`src/rtl/pcsb_pkg.sv`:
```
package pcsb_pkg;
  typedef struct packed {
    logic latch;   // capture resume address, stop shifting
    logic freeze;  // hold everything
    logic clear;   // drop all slot entries
  } pcsbStrobe_t;
endpackage

```
`src/rtl/pcsb_ctrl.sv`:
```
module pcsb_ctrl
  import pcsb_pkg::*;
#(
  parameter int STAGES = 5,
  localparam int CNT_W = $clog2(STAGES)
) (
  input  logic             clk,
  input  logic             rstN,
  input  logic             pwrDown,
  input  logic             resume,
  output pcsbStrobe_t      strobe,
  output logic             backupValid,
  output logic             frozen,
  output logic [CNT_W-1:0] refillLeft
);
  localparam logic [CNT_W-1:0] REFILL = CNT_W'(STAGES - 1);

  typedef enum logic {RUN, HALT} state_t;
  state_t stateQ;

  always_comb begin
    strobe.latch  = (stateQ == RUN) && pwrDown;
    strobe.clear  = (stateQ == HALT) && resume;
    strobe.freeze = (stateQ == HALT) && !resume;
  end

  always_ff @(posedge clk) begin
    if (!rstN) begin
      stateQ      <= RUN;
      backupValid <= 1'b0;
      refillLeft  <= '0;
    end else begin
      backupValid <= strobe.latch;
      if (strobe.latch) begin
        stateQ     <= HALT;
        refillLeft <= '0;
      end else if (strobe.clear) begin
        stateQ     <= RUN;
        refillLeft <= REFILL;
      end else if (stateQ == RUN && refillLeft != '0) begin
        refillLeft <= refillLeft - 1'b1;
      end
    end
  end

  assign frozen = (stateQ == HALT);

  a_r7_single_pulse: assert property (@(posedge clk) disable iff (!rstN)
    backupValid |=> !backupValid);
  a_r7_latch_freezes: assert property (@(posedge clk) disable iff (!rstN)
    (!frozen && pwrDown) |=> (frozen && backupValid));
  a_r9_refill_load: assert property (@(posedge clk) disable iff (!rstN)
    (frozen && resume) |=> (!frozen && refillLeft == REFILL));
  a_r8_refill_hold: assert property (@(posedge clk) disable iff (!rstN)
    (frozen && !resume) |=> $stable(refillLeft));
  a_r10_resume_ignored: assert property (@(posedge clk) disable iff (!rstN)
    (!frozen && !pwrDown && refillLeft == '0) |=> (refillLeft == '0 && !frozen));
endmodule

```
`src/rtl/pcsb_datapath.sv`:
```
module pcsb_datapath
  import pcsb_pkg::*;
#(
  parameter int PC_W   = 16,
  parameter int STAGES = 5
) (
  input  logic                     clk,
  input  logic                     rstN,
  input  pcsbStrobe_t              strobe,
  input  logic [PC_W-1:0]          fetchPc,
  input  logic                     fetchValid,
  input  logic [STAGES-1:0]        stallVec,
  input  logic [STAGES-1:0]        flushVec,
  output logic [STAGES*PC_W-1:0]   stagePcFlat,
  output logic [STAGES-1:0]        stageValid,
  output logic [PC_W-1:0]          resumePc
);
  localparam int MEM_IDX = STAGES - 2;

  logic [PC_W-1:0]   pcQ   [STAGES];
  logic [PC_W-1:0]   pcNxt [STAGES];
  logic [STAGES-1:0] validQ, validNxt, holdEff, srcValid;
  logic [PC_W-1:0]   selPc;
  logic              found;

  // A stall at stage j holds j and every slot toward fetch.
  always_comb begin
    for (int i = 0; i < STAGES; i++) begin
      logic acc;
      acc = 1'b0;
      for (int j = i; j < STAGES; j++) acc = acc | stallVec[j];
      holdEff[i] = acc;
    end
    srcValid = validQ & ~flushVec;
  end

  always_comb begin
    for (int s = 0; s < STAGES; s++) begin
      if (holdEff[s]) begin
        validNxt[s] = srcValid[s];
        pcNxt[s]    = pcQ[s];
      end else if (s == 0) begin
        validNxt[s] = fetchValid;
        pcNxt[s]    = fetchPc;
      end else begin
        validNxt[s] = srcValid[s-1] & ~holdEff[s-1];
        pcNxt[s]    = pcQ[s-1];
      end
    end
  end

  // Resume address: memory stage first, then nearest valid toward fetch.
  always_comb begin
    selPc = fetchPc;
    found = 1'b0;
    for (int i = MEM_IDX; i >= 0; i--) begin
      if (!found && validQ[i]) begin
        selPc = pcQ[i];
        found = 1'b1;
      end
    end
  end

  always_ff @(posedge clk) begin
    if (!rstN) begin
      validQ   <= '0;
      resumePc <= '0;
      for (int s = 0; s < STAGES; s++) pcQ[s] <= '0;
    end else if (strobe.clear) begin
      validQ <= '0;
    end else if (strobe.latch) begin
      resumePc <= selPc;
    end else if (!strobe.freeze) begin
      validQ <= validNxt;
      for (int s = 0; s < STAGES; s++) pcQ[s] <= pcNxt[s];
    end
  end

  for (genvar s = 0; s < STAGES; s++) begin : g_flat
    assign stagePcFlat[s*PC_W +: PC_W] = pcQ[s];
  end
  assign stageValid = validQ;

  logic running;
  assign running = !strobe.latch && !strobe.freeze && !strobe.clear;

  a_r2_slot_advance: assert property (@(posedge clk) disable iff (!rstN)
    (running && stallVec == '0 && flushVec == '0 && validQ[0])
      |=> (stageValid[1] && stagePcFlat[PC_W +: PC_W] == $past(pcQ[0])));
  a_r5_mem_captured: assert property (@(posedge clk) disable iff (!rstN)
    (strobe.latch && validQ[MEM_IDX]) |=> (resumePc == $past(pcQ[MEM_IDX])));
  a_r8_frozen_stable: assert property (@(posedge clk) disable iff (!rstN)
    strobe.freeze |=> ($stable(stagePcFlat) && $stable(stageValid) && $stable(resumePc)));
  a_r9_resume_clears: assert property (@(posedge clk) disable iff (!rstN)
    strobe.clear |=> (stageValid == '0));
  a_r3_stall_bubble: assert property (@(posedge clk) disable iff (!rstN)
    (running && stallVec[0] && stallVec[STAGES-1:1] == '0) |=> !stageValid[1]);
endmodule

```
`src/rtl/pc_shift_buf.sv`:
```
module pc_shift_buf
  import pcsb_pkg::*;
#(
  parameter int PC_W   = 16,
  parameter int STAGES = 5,
  localparam int CNT_W = $clog2(STAGES)
) (
  input  logic                   clk,
  input  logic                   rstN,
  input  logic [PC_W-1:0]        fetchPc,
  input  logic                   fetchValid,
  input  logic [STAGES-1:0]      stallVec,
  input  logic [STAGES-1:0]      flushVec,
  input  logic                   pwrDown,
  input  logic                   resume,
  output logic [STAGES*PC_W-1:0] stagePcFlat,
  output logic [STAGES-1:0]      stageValid,
  output logic [PC_W-1:0]        resumePc,
  output logic                   backupValid,
  output logic                   frozen,
  output logic [CNT_W-1:0]       refillLeft
);
  pcsbStrobe_t strobe;

  pcsb_ctrl #(.STAGES(STAGES)) u_ctrl (
    .clk(clk), .rstN(rstN), .pwrDown(pwrDown), .resume(resume),
    .strobe(strobe), .backupValid(backupValid), .frozen(frozen),
    .refillLeft(refillLeft)
  );

  pcsb_datapath #(.PC_W(PC_W), .STAGES(STAGES)) u_dp (
    .clk(clk), .rstN(rstN), .strobe(strobe), .fetchPc(fetchPc),
    .fetchValid(fetchValid), .stallVec(stallVec), .flushVec(flushVec),
    .stagePcFlat(stagePcFlat), .stageValid(stageValid), .resumePc(resumePc)
  );
endmodule

```
`config.mk`:
```
export PLATFORM = sky130hd
export DESIGN_NAME = pc_shift_buf
export DESIGN_NICKNAME = d
export VERILOG_FILES = /design/src/rtl/pcsb_pkg.sv /design/src/rtl/pcsb_ctrl.sv /design/src/rtl/pcsb_datapath.sv /design/src/rtl/pc_shift_buf.sv
export SDC_FILE = /design/constraint.sdc
export NUM_CORES = 1
export LEC_CHECK = 0
export BUFFER_PORTS_ARGS = -buffer_cell sky130_fd_sc_hd__buf_2
export CORE_UTILIZATION = 51
export CTS_CLUSTER_SIZE = 28
export DETAILED_ROUTE_END_ITERATION = 8
export GPL_ROUTABILITY_DRIVEN = 1
export PLACE_DENSITY_LB_ADDON = 0.12
export SLEW_MARGIN = 10
export SYNTH_ARGS = -nofsm -noshare
export SYNTH_HDL_FRONTEND = slang
export SYNTH_SLANG_ARGS = --single-unit
```
`constraint.sdc`:
```
create_clock -name clk -period 4.3 [get_ports clk]
set_clock_uncertainty 0.1 [all_clocks]
set_input_delay 1.29 -clock clk [delete_from_list [all_inputs] [get_ports clk]]
set_output_delay 1.29 -clock clk [all_outputs]
set_load 0.01 [all_outputs]
```
# ---- Word-level counts from Yosys, hierarchy flattened
# Memory sizes are Yosys's and may differ from the RTL's.
# Cells that the tools add are included.
dict set report totals {
  output_inout_bits 106
  latch_bits 0
  ram_bits 80
  memories 1
  elab_cells 89
  inputBits 31
  mem_bits_ro 0
  ff_bits 26
}
dict set report classes {
  n_bitwise 30
  div_mod_pow 0
  addsub 1
  eq_ne 0
  n_reduce_logical 19
  order_cmp 0
  shifts 0
  mux 32
  n_mul 0
}
# name words width rd rd_clocked_by_memory_dff write_ports line
set mem_list {}
lappend mem_list {u_dp.pcQ 5 16 5 0 5 pcsb_datapath.sv:20} ;# logic [PC_W-1:0] pcQ [STAGES];
# cell count
set ops {}
lappend ops {{$mux 16} 14}
lappend ops {{$mux 1} 16}
lappend ops {{$or 1x1->1} 15}
lappend ops {{$not 1->1} 9}
lappend ops {{$logic_and 1x1->1} 7}
lappend ops {{$mux 3} 2}
lappend ops {{$and 5x5->5} 1}
lappend ops {{$not 5->5} 1}
lappend ops {{$and 1x1->1} 4}
lappend ops {{$logic_not 1->1} 4}
lappend ops {{$reduce_and 2->1} 2}
lappend ops {{$reduce_bool 2->1} 2}
lappend ops {{$reduce_or 2->1} 2}
lappend ops {{$reduce_bool 3->1} 1}
lappend ops {{$reduce_or 3->1} 1}
lappend ops {{$sub 3x1->3 const B} 1}

# ---- Longest topological paths before layout
# Gate-level depths: netlist of run 1.
dict set report depth {
  ltp_word 10
  mapped_depth 7
  mapped_depth_nobuf 6
}

# ---- By module
# Synthesis of run 1 repeated with hierarchy kept, for this count alone.
dict set report hier_totals {
  hier_cells 384
  hier_area_um2 4631.9
}
# module seq_area_each_um2 instances area_per_inst_um2 cells_each
set by_module_without_submodules {}
lappend by_module_without_submodules {pcsb_datapath 2822.7 1 4386.7 361}
lappend by_module_without_submodules {pcsb_ctrl 100.1 1 245.2 23}

# ---- Least setup slack after synthesis of run 1
# No wires, ideal clock.
dict set report synth_timing {
  path_type {input -> register}
  from {input pwrDown}
  to {memory u_dp.pcQ[0][0] (enable)}
  arrival_ns 3.093
  n_path_buf 1
  slack_ns 0.692
  setup_ns 0.415
  required_ns 3.785
  stages 4
  cell_sequence {nor2_1 > buf_2 > nand2_1 > o31ai_1}
}
# element line
set synth_rtl {}
lappend synth_rtl {{from (decl)} pc_shift_buf.sv:14} ;# input logic pwrDown,
lappend synth_rtl {{to (decl)} pcsb_datapath.sv:20}

==> run summary, run 1 <==
* completed — run status
* 0.000192 V — Worst IR Drop VDD
* no — unrepaired setup endpoints after global routing
* 106 — TritonCTS Sinks
* 136 — number of buffers added on ports
* met4 — highest signal layer in the routed design
* 0 — number of antenna violations at the first check in global routing
* u_dp.resumePc[10] — Min-Delay Endpoint
* 106 — flop and latch count out of synthesis
* 3374 — vias in the first global route
* 17.4 um — wire per inst
* 17400 um — wire length of the first global-routing pass
* nand2_1 — critical path's most frequent cell
* buf_2 -> nor2_4 -> nand2_1 -> nand2_1 — cells traversed along the worst timing path
* 11000 um — detailed-route wire length
* 0.364 GHz — maximum clock rate
* done — clock tree from TritonCTS
* 4 — first-pass iteration count of the detailed router
* clkbuf_8 — CTS Root Buffer Type
* 5140 um — metal1 wirelength
* 2.09 ns — internal reg-to-reg setup slack
* 97.0 um — Die X
* 0 — buffers inserted during post-CTS setup optimization
* 0 — Final Slew Violations
* 36 — largest fanout of any net on the critical path
* flop to flop — worst min path class
* 11.6 um^2 — post-synthesis average cell area
* 396 — number of cells produced by synthesis
* 0 ns — Setup Total Neg Slack
* 0.50 ns — CP peak stage delay
* 3 — number of H-tree levels
* 0 — # hold bufs at CTS
* 7800 um — HPWL after detailed placement
* 82 — largest net degree at the start of global routing
* u_dp.resumePc[10] — Hold Path Origin
* 0 — remaining design rule violation count
* 429 — Net Count, Synth
* 0 — total of warnings raised by yosys
* 0 — cells resized by post-CTS repair
* 0.00872 mm^2 — placeable core area
* 0 — remaining global-route overflow
* 0.11 ns — Clock transition at path regs
* 137 — I/O Pins
* primary input to flop — worst setup path class
* 0.727 ns — worst-margin pin slew
* 379 mW/mm^2 — power density over the cells
* 52.8% — initial cell density of the core
* 0 — Inserted Diodes
* flop — crit path capture type
* 9 — CTS Buf Count
* 5000 um — Routed met2 length
* 34 — number of placement rows
* 37 — count of unique library cells instantiated by Yosys
* 0.00460 mm^2 — post-synth design cell area
* primary input — startpoint type of the worst setup path
* 2.75 ns — min Tclk post-route
* 2 — CTS max path bufs
* 64.0% — share of the clock period used by the worst path after layout
* 0.00263 uW — leak pwr
* 1 — buffers and inverters on the worst path
* 0.00941 mm^2 — Total Die Area
* 0.788 — placer's final routability congestion estimate
* 0 — Antenna Nets Post-Route
* 0 — final setup violation count
* 0.37 ns — worst skew pair latency
* nor2_4 — standard cell with the maximum stage delay on the critical path
* simple AND/OR/NAND/NOR gates — dominant delay contributor by cell family on the critical path
* 203 — Iteration-0 DRC Markers
* 63.3% — Core Util, Final
* 97.0 um — die height
* 0 — Hold Vio Cnt, Final
* 32.3% — share of post-route cells with drive strength above 1
* 3517 — vias post-DR
* 2 — Worst Hold Path Cells
* 51.5% — Rel. slew slack
* 552 — final net count
* 744 um — met3 routed WL
* 5.56 — routed via count divided by cell count
* 4.20 ns — critical path data required time
* 20.0% — synth-to-layout area growth
* 23.8% — global-route total usage across every layer
* 63.5% — register area share after synthesis
* u_ctrl.frozen — Crit Reg-Reg Startpoint
* 2.65 ns — critical path data arrival time
* 0.360 ns — final worst hold slack
* 0 — maximum capacitance violations
* 3 — depth of the worst register-to-register path
* u_dp.pcQ[0][46] — critical register-to-register path endpoint
## tightest hold or removal path, stage by stage (launching register included)
cell and delay, ns:
dfxtp_1 0.32, nand2_1 0.05, o31ai_1 0.05
## stage by stage
stage          cell area [um^2]  power (uW)  std cells  setup WS, ns
2_1_floorplan              4600        1420        396         0.692
3_3_place_gp               5340        1550        616          1.25
3_5_place_dp               5340        1560        616          1.18
4_1_cts                    5520        2100        632          1.56
5_1_grt                    5520        2180        632          1.38
6_report                   5520        2090        632          1.55
## cell usage after synthesis
master	number	share of area, %
buf_4	1	0.16
o22ai_1	16	2.2
and2_1	2	0.27
or2_1	1	0.14
buf_6	2	0.49
or2_2	1	0.14
nor2b_1	3	0.41
o22a_1	1	0.19
nand2b_4	1	0.30
nor2_1	25	2.0
a32oi_1	1	0.19
xnor2_1	1	0.19
and3_1	80	11
or3b_4	1	0.24
nand3_1	1	0.11
o31ai_1	18	2.9
o21ai_1	6	0.65
clkbuf_1	22	1.8
a211oi_1	3	0.49
dfxtp_1	26	11
o21ai_2	4	0.76
nand2b_1	5	0.68
mux2i_1	1	0.22
nor3_2	1	0.22
a311oi_1	1	0.19
nor3_1	3	0.33
a21o_1	1	0.16
buf_2	6	0.65
inv_1	19	1.6
edfxtp_1	80	52
o21ai_0	11	1.2
clkinv_1	1	0.082
a2bb2oi_1	17	3.2
or3_1	1	0.14
nand2_1	24	2.0
a21oi_1	7	0.76
ha_1	2	0.54
## worst max path at each step
stage | start | endpoint | depth (start not counted)
6_report | pwrDown | u_dp.pcQ[0][46] | 4
4_1_cts | pwrDown | u_dp.pcQ[0][45] | 4
3_3_place_gp | pwrDown | u_dp.pcQ[0][43] | 4
3_5_place_dp | pwrDown | u_dp.pcQ[0][42] | 4
5_1_grt | pwrDown | u_dp.pcQ[0][45] | 4
2_1_floorplan | pwrDown | u_dp.pcQ[0][0] | 4
## registers in the layout, indices dropped and copies added (netlist names)
| register | flops |
|---|---|
| u_dp.resumePc | 16 |
| u_dp.stageValid | 5 |
| u_dp.pcQ | 80 |
| u_ctrl.refillLeft | 3 |
| u_ctrl.frozen | 1 |
| u_ctrl.backupValid | 1 |
## cells by family (layout without fill, tap and decap cells)
kind of cell    count (synthesis)  after routing  share of synthesized area [%]
simple gates                  149            149                           17.8
fa+ha+maj                       2              2                          0.544
buf+inv                        51            179                           4.73
xor+xnor                        1              1                          0.190
flops                         106            106                           63.5
compound gates                 86             86                           12.9
mux                             1              1                          0.218
## layer usage
layer | vias to the layer above | global-route usage [%]
li1 | 1710 | -
met1 | 1648 | 34.5
met2 | 142 | 36.8
met3 | 17 | 4.48
met4 | 0 | 6.20
met5 | - | 0
## report_power, final
part	total (uW)	internal (uW)	switching (uW)
clock network	561	216	345
logic	314	124	190
registers	1220	1170	47.1
## cells in the final DEF, fill, tap and decap left out, types with 2 or more instances in the layout
master	n
clkinv_1	2
nor2_1	24
inv_1	19
clkinv_4	2
dfxtp_1	26
o22ai_1	16
o31ai_1	16
buf_4	7
o21ai_0	10
o21ai_1	7
a211oi_1	3
and2_1	2
buf_2	136
a2bb2oi_1	17
clkbuf_8	9
o21ai_2	4
and3_1	80
o31ai_2	2
inv_6	3
nand2_1	24
edfxtp_1	80
nand2b_1	5
ha_1	2
nor3_1	3
nor2b_1	3
a21oi_1	7
## layout make-up
type | instances | area, um^2
fill | 721 | 3200
sequential | 106 | 2920
clock inverter | 7 | 52.6
clock buffer | 9 | 124
multi-input combinational | 239 | 1480
inverter | 20 | 75.1
tap | 108 | 135
timing repair buffer | 143 | 733
(Power assumes the default switching activity.)
==> run 2, diff against run 1 <==
==> constraint.sdc (replaced) <==
create_clock -name clk -period 2.87 [get_ports clk]
set_clock_uncertainty 0.1 [all_clocks]
set_input_delay 0.861 -clock clk [delete_from_list [all_inputs] [get_ports clk]]
set_output_delay 0.861 -clock clk [all_outputs]
set_load 0.01 [all_outputs]
==> run 2 against run 1 <==
Global-route usage increased by 1.2 points. Via count grew 2.5%. Largest cell class unchanged. Utilization grew 0.99 points. Highest routed layer unchanged. Worst hold slack got worse by 0.0040 ns. Power increased by 59%. Sequential power increased by 50%. Die area is the same. Wire length grew 4.2%. Flip-flop and latch count unchanged. Final cell count grew 0.95%. Setup slack worse by 0.91 ns. Critical endpoint is now stageValid[1].
==> run summary, run 2 (synthesized netlist as in run 1, its figures left out) <==
* 1 — buffers and inverters on the worst path
* 11500 um — detailed-route wire length
* 1 — cell depth of the worst setup path
* 0.00872 mm^2 — placeable core area
* flop to output pin — worst setup path class
* done — clock tree from TritonCTS
* 592 mW/mm^2 — power density over the cells
* 106 — TritonCTS Sinks
* stageValid[1] — critical path endpoint
* 0 — Final Slew Violations
* 0 — Inserted Diodes
* buf_2 — commonest non-fill, non-tap cell in the layout
* 0 — # hold bufs at CTS
* 0.10 ns — Clock transition at path regs
* 0 — number of antenna violations at the first check in global routing
* completed — run status
* output pin — crit path capture type
* 0.85 ns — internal reg-to-reg setup slack
* 0.00148 mm^2 — area taken by multi-input logic gates
* 0 — Hold Vio Cnt, Final
* u_dp.pcQ — register with the most flip-flops
* 0.448 GHz — maximum clock rate
* 80 — flip-flop count of the largest register after layout
* 0.638 ns — final worst setup slack
* 9 — CTS Buf Count
* 0.00292 mm^2 — Seq. cell area
* 18.0 um — wire per inst
* 3605 — vias post-DR
* 97.0 um — Die X
* 5.65 — routed via count divided by cell count
* 0.834 — placer's final routability congestion estimate
* 136 — number of buffers added on ports
* 622 — number of placed instances, taps included
* 34 — number of placement rows
* 0 — buffers inserted during post-CTS setup optimization
* clkbuf_8 — CTS Root Buffer Type
* 733 — Fill cells
* 21.9% — synth-to-layout area growth
* 2.23 ns — min Tclk post-route
* 0.00561 mm^2 — area of all placed cells without fillers
* 4 — depth of the worst register-to-register path
* 13 — largest fanout of any net on the critical path
* flop to flop — worst min path class
* no — unrepaired setup endpoints after global routing
* 2 — CTS max path bufs
* 0 — Antenna Nets Post-Route
* 50.0% — Rel. slew slack
* 0.00267 uW — leak pwr
* flip-flops — dominant delay contributor by cell family on the critical path
* 5 — first-pass iteration count of the detailed router
* dfxtp_1 — standard cell with the maximum stage delay on the critical path
* buf_2 (136), and3_1 (80), edfxtp_1 (80), dfxtp_1 (26) — highest-count cells in the layout ignoring fill and taps
* 0 — remaining global-route overflow
* 0.37 ns — worst skew pair latency
* 0.750 ns — worst-margin pin slew
* 51 — largest net degree at the start of global routing
* 558 — final net count
* 18200 um — wire length of the first global-routing pass
* buf_2 — cells traversed along the worst timing path
* 0.00539 mm^2 — total cell area at the placement stage
* 3 — number of H-tree levels
* u_dp.stageValid[1] — crit path launch
* 0.418 ns — Worst Setup Slack post-DPL
* 52.8% — initial cell density of the core
* 8050 um — HPWL after detailed placement
* 0 — remaining design rule violation count
* 77.8% — share of the clock period used by the worst path after layout
* u_dp.resumePc[6] — critical register-to-register path endpoint
* 0 — final setup violation count
* 137 — I/O Pins
* flop — startpoint type of the worst setup path
* 263 — Iteration-0 DRC Markers
* u_dp.stageValid[2] — Crit Reg-Reg Startpoint
* 1.91 ns — critical path data required time
* 0 — cells resized by post-CTS repair
* 97.0 um — die height
* 24.9% — global-route total usage across every layer
* 0.68 ns — CP peak stage delay
* 33.0% — share of post-route cells with drive strength above 1
* 0 ns — Setup Total Neg Slack
* 0.00941 mm^2 — Total Die Area
* 0 — maximum capacitance violations
* 638 — final standard cell count with taps included and fillers excluded
* 3442 — vias in the first global route
* 1.27 ns — critical path data arrival time
* 0.000309 V — Worst IR Drop VDD
==> run 2: changes by cell type in the layout (fill, tap and decap cells not counted), sizes merged <==
cell	before	now
inv	22	20
clkinvlp	0	1
clkbuf	9	10
bufinv	0	2
buf	143	149
clkinv	5	3
==> run 2: metal layers <==
| layer | track usage [%] | vias up | part of all wire [%] |
|---|---|---|---|
| met5 | 0 | - | 0 |
| met4 | 9.76 | 0 | 1.4 |
| met3 | 3.61 | 13 | 7.0 |
| met2 | 38.1 | 169 | 46 |
| met1 | 36.0 | 1699 | 46 |
| li1 | - | 1724 | - |
==> run 2: worst reg2reg max path: stages, from the launching register on <==
cell and delay, ns:
dfxtp_1 0.36, or2_1 0.52, or3b_4 0.63, o21ai_0 0.21
o31ai_1 0.08
==> run 2: cell type report <==
type	count	area share [%]
clock buffers	10	2.28
flip-flops and latches	106	52.1
clock inverters	6	1.61
inverters	20	1.34
repair buffers	149	13.9
well taps	108	2.41
multi-input cells	239	26.4
==> run 2: where the power goes <==
| part | total, uW | internal (uW) | switching (uW) |
|---|---|---|---|
| registers | 1830 | 1750 | 71.3 |
| clock network | 1010 | 495 | 513 |
| logic | 485 | 192 | 293 |
| total | 3320 | 2440 | 877 |
==> run 2: worst min path at each step <==
stage	from	endpoint	slack, ns	depth (start not counted)
2_1_floorplan	u_dp.resumePc[10]	u_dp.resumePc[10]	0.38	2
3_3_place_gp	u_dp.resumePc[14]	u_dp.resumePc[14]	0.34	2
3_5_place_dp	u_dp.resumePc[10]	u_dp.resumePc[10]	0.34	2
4_1_cts	u_dp.resumePc[10]	u_dp.resumePc[10]	0.36	2
5_1_grt	u_dp.resumePc[14]	u_dp.resumePc[14]	0.38	2
6_report	u_dp.resumePc[10]	u_dp.resumePc[10]	0.36	2
==> run 2: stage by stage <==
| stage | util, % | hold WS [ns] | total power [uW] |
|---|---|---|---|
| final | 64.3 | 0.356 | 3320 |
| after floorplan | - | 0.377 | 2130 |
| after detailed placement | 61.8 | 0.340 | 2340 |
| after global routing | 64.3 | 0.380 | 3450 |
| after CTS | 64.3 | 0.359 | 3330 |
| after global placement | 61.8 | 0.336 | 2320 |
==> run 3, diff against run 2 <==
--- a/config.mk
+++ b/config.mk
@@ -6,7 +6,7 @@
 export NUM_CORES = 1
 export LEC_CHECK = 0
 export BUFFER_PORTS_ARGS = -buffer_cell sky130_fd_sc_hd__buf_2
-export CORE_UTILIZATION = 51
+export CORE_UTILIZATION = 46
 export CTS_CLUSTER_SIZE = 28
 export DETAILED_ROUTE_END_ITERATION = 8
 export GPL_ROUTABILITY_DRIVEN = 1
==> constraint.sdc (replaced) <==
create_clock -name clk -period 1.8 [get_ports clk]
set_clock_uncertainty 0.1 [all_clocks]
set_input_delay 0.54 -clock clk [delete_from_list [all_inputs] [get_ports clk]]
set_output_delay 0.54 -clock clk [all_outputs]
set_load 0.01 [all_outputs]
==> run 3 against run 2 <==
Sequential share of layout area shrank 1.7 points. Final cell count grew 5.0%. Setup slack lost 0.52 ns. Via count shrank 1.3%. Critical path depth grew 1. Wire length shrank 2.4%. Clock power grew 46%. Worst hold slack lost 0.0042 ns. Combinational power grew 69%. Design area grew 3.4%. Clock-buffer cell count grew 1. Critical path type unchanged.
==> run summary, run 3 (synthesized netlist as in run 1, its figures left out) <==
* 0.40 ns — CP peak stage delay
* 21.9% — global-route total usage across every layer
* 0.00973 mm^2 — placeable core area
* 0.00559 mm^2 — total cell area at the placement stage
* 0 — buffers inserted during post-CTS setup optimization
* 0.10 ns — Clock transition at path regs
* u_dp.pcQ — register with the most flip-flops
* 854 — Fill cells
* 0 — maximum capacitance violations
* 0 — number of antenna violations at the first check in global routing
* 16.7 um — wire per inst
* 565 — final net count
* buf_2 (136), and3_1 (80), edfxtp_1 (80), dfxtp_1 (25), nor2_1 (24) — highest-count cells in the layout ignoring fill and taps
* flip-flops — dominant delay contributor by cell family on the critical path
* 0 — final setup violation count
* done — clock tree from TritonCTS
* 26.0% — synth-to-layout area growth
* flop — startpoint type of the worst setup path
* 0.823 — placer's final routability congestion estimate
* no — unrepaired setup endpoints after global routing
* 106 — TritonCTS Sinks
* 0 — Final Slew Violations
* 3203 — vias in the first global route
* 80 — flip-flop count of the largest register after layout
* 4 — first-pass iteration count of the detailed router
* 4 — depth of the worst register-to-register path
* 1.16 ns — critical path data required time
* 0.00275 uW — leak pwr
* 213 — Iteration-0 DRC Markers
* 34.8% — share of post-route cells with drive strength above 1
* 2 — CTS max path bufs
* clkbuf_8 — CTS Root Buffer Type
* 9 — CTS Buf Count
* 0.000476 V — Worst IR Drop VDD
* 0 — Antenna Nets Post-Route
* 895 mW/mm^2 — power density over the cells
* 0.17 ns — internal reg-to-reg setup slack
* 5.31 — routed via count divided by cell count
* 8 — largest fanout of any net on the critical path
* 1.68 ns — min Tclk post-route
* 136 — number of buffers added on ports
* 0 — Hold Vio Cnt, Final
* 0.36 ns — worst skew pair latency
* buf_2 — commonest non-fill, non-tap cell in the layout
* buf_4 -> buf_2 — cells traversed along the worst timing path
* completed — run status
* 3 — number of H-tree levels
* 0 — Inserted Diodes
* output pin — crit path capture type
* flop to flop — worst min path class
* 66.4% — Rel. slew slack
* 59.6% — Core Util, Final
* 0 — remaining global-route overflow
* 2 — Worst Hold Path Cells
* 0 — remaining design rule violation count
* 1.04 ns — critical path data arrival time
* 47.3% — initial cell density of the core
* 0.0104 mm^2 — Total Die Area
* 8040 um — HPWL after detailed placement
* 93.5% — share of the clock period used by the worst path after layout
* 0.00580 mm^2 — area of all placed cells without fillers
* dfxtp_2 — standard cell with the maximum stage delay on the critical path
* 2 — buffers and inverters on the worst path
* 3558 — vias post-DR
* 2 — cell depth of the worst setup path
* 17000 um — wire length of the first global-routing pass
* 0.502 ns — worst-margin pin slew
* flop to output pin — worst setup path class
* 102 um — die height
* 58 — largest net degree at the start of global routing
* 102 um — Die X
* 0.594 GHz — maximum clock rate
* 137 — I/O Pins
* 36 — number of placement rows
* 11200 um — detailed-route wire length
## run 3: changes by cell type in the layout (fill, tap and decap cells not counted), sizes merged
cell and change:
buf +7, bufinv -1, clkbuf +1, clkinv +1, clkinvlp -1
## run 3: timing repair
item,in CTS,in global routing
gates resized for setup,0,2
endpoints found under the setup margin,0,3
hold buffers,0,0
## run 3: layout make-up
type / instances / area (um^2) / area share [%]
timing repair buffer: 156 / 918 / 15.8
sequential: 106 / 2920 / 50.4
multi-input combinational: 239 / 1510 / 26.0
clock inverter: 5 / 62.6 / 1.08
inverter: 20 / 75.1 / 1.29
clock buffer: 11 / 141 / 2.44
tap: 133 / 166 / 2.87
## run 3: path summary, 6_finish.rpt
| kind | start | end |
|---|---|---|
| worst max-delay path | u_ctrl.frozen | frozen |
| worst min-delay path | u_dp.resumePc[14] | u_dp.resumePc[14] |
| worst max register to register | u_dp.stageValid[2] | u_dp.resumePc[8] |
| worst min register to register | u_dp.resumePc[14] | u_dp.resumePc[14] |
## run 3: per-layer routing
metal / vias up / share of wire [%] / global-route usage (%)
li1: 1735 / - / -
met1: 1690 / 46 / 31.7
met2: 122 / 46 / 33.2
met3: 11 / 6.2 / 3.63
met4: 0 / 1.3 / 8.68
met5: - / 0 / 0
## run 3: power by group
part	total (uW)	internal, uW	switching [uW]
clock network	1470	691	777
registers	2900	2800	106
logic	820	345	475
## run 3: through the flow
stage	hold slack (ns)	total power (uW)	setup TNS, ns	setup WS [ns]	instances
after CTS	0.356	5240	0	0.0211	670
after detailed placement	0.334	3780	-2.30	-0.106	654
final	0.352	5190	0	0.117	670
after global routing	0.379	5430	0	0.0637	670
after floorplan	0.377	3410	-2.97	-0.101	396
after global placement	0.336	3760	-1.89	-0.0910	654
## run 3: worst reg2reg max path, cell delays in order, from the launching register on
cell	delay, ns
dfxtp_1	0.35
or2_1	0.26
or3b_4	0.50
o21ai_0	0.22
o31ai_1	0.08
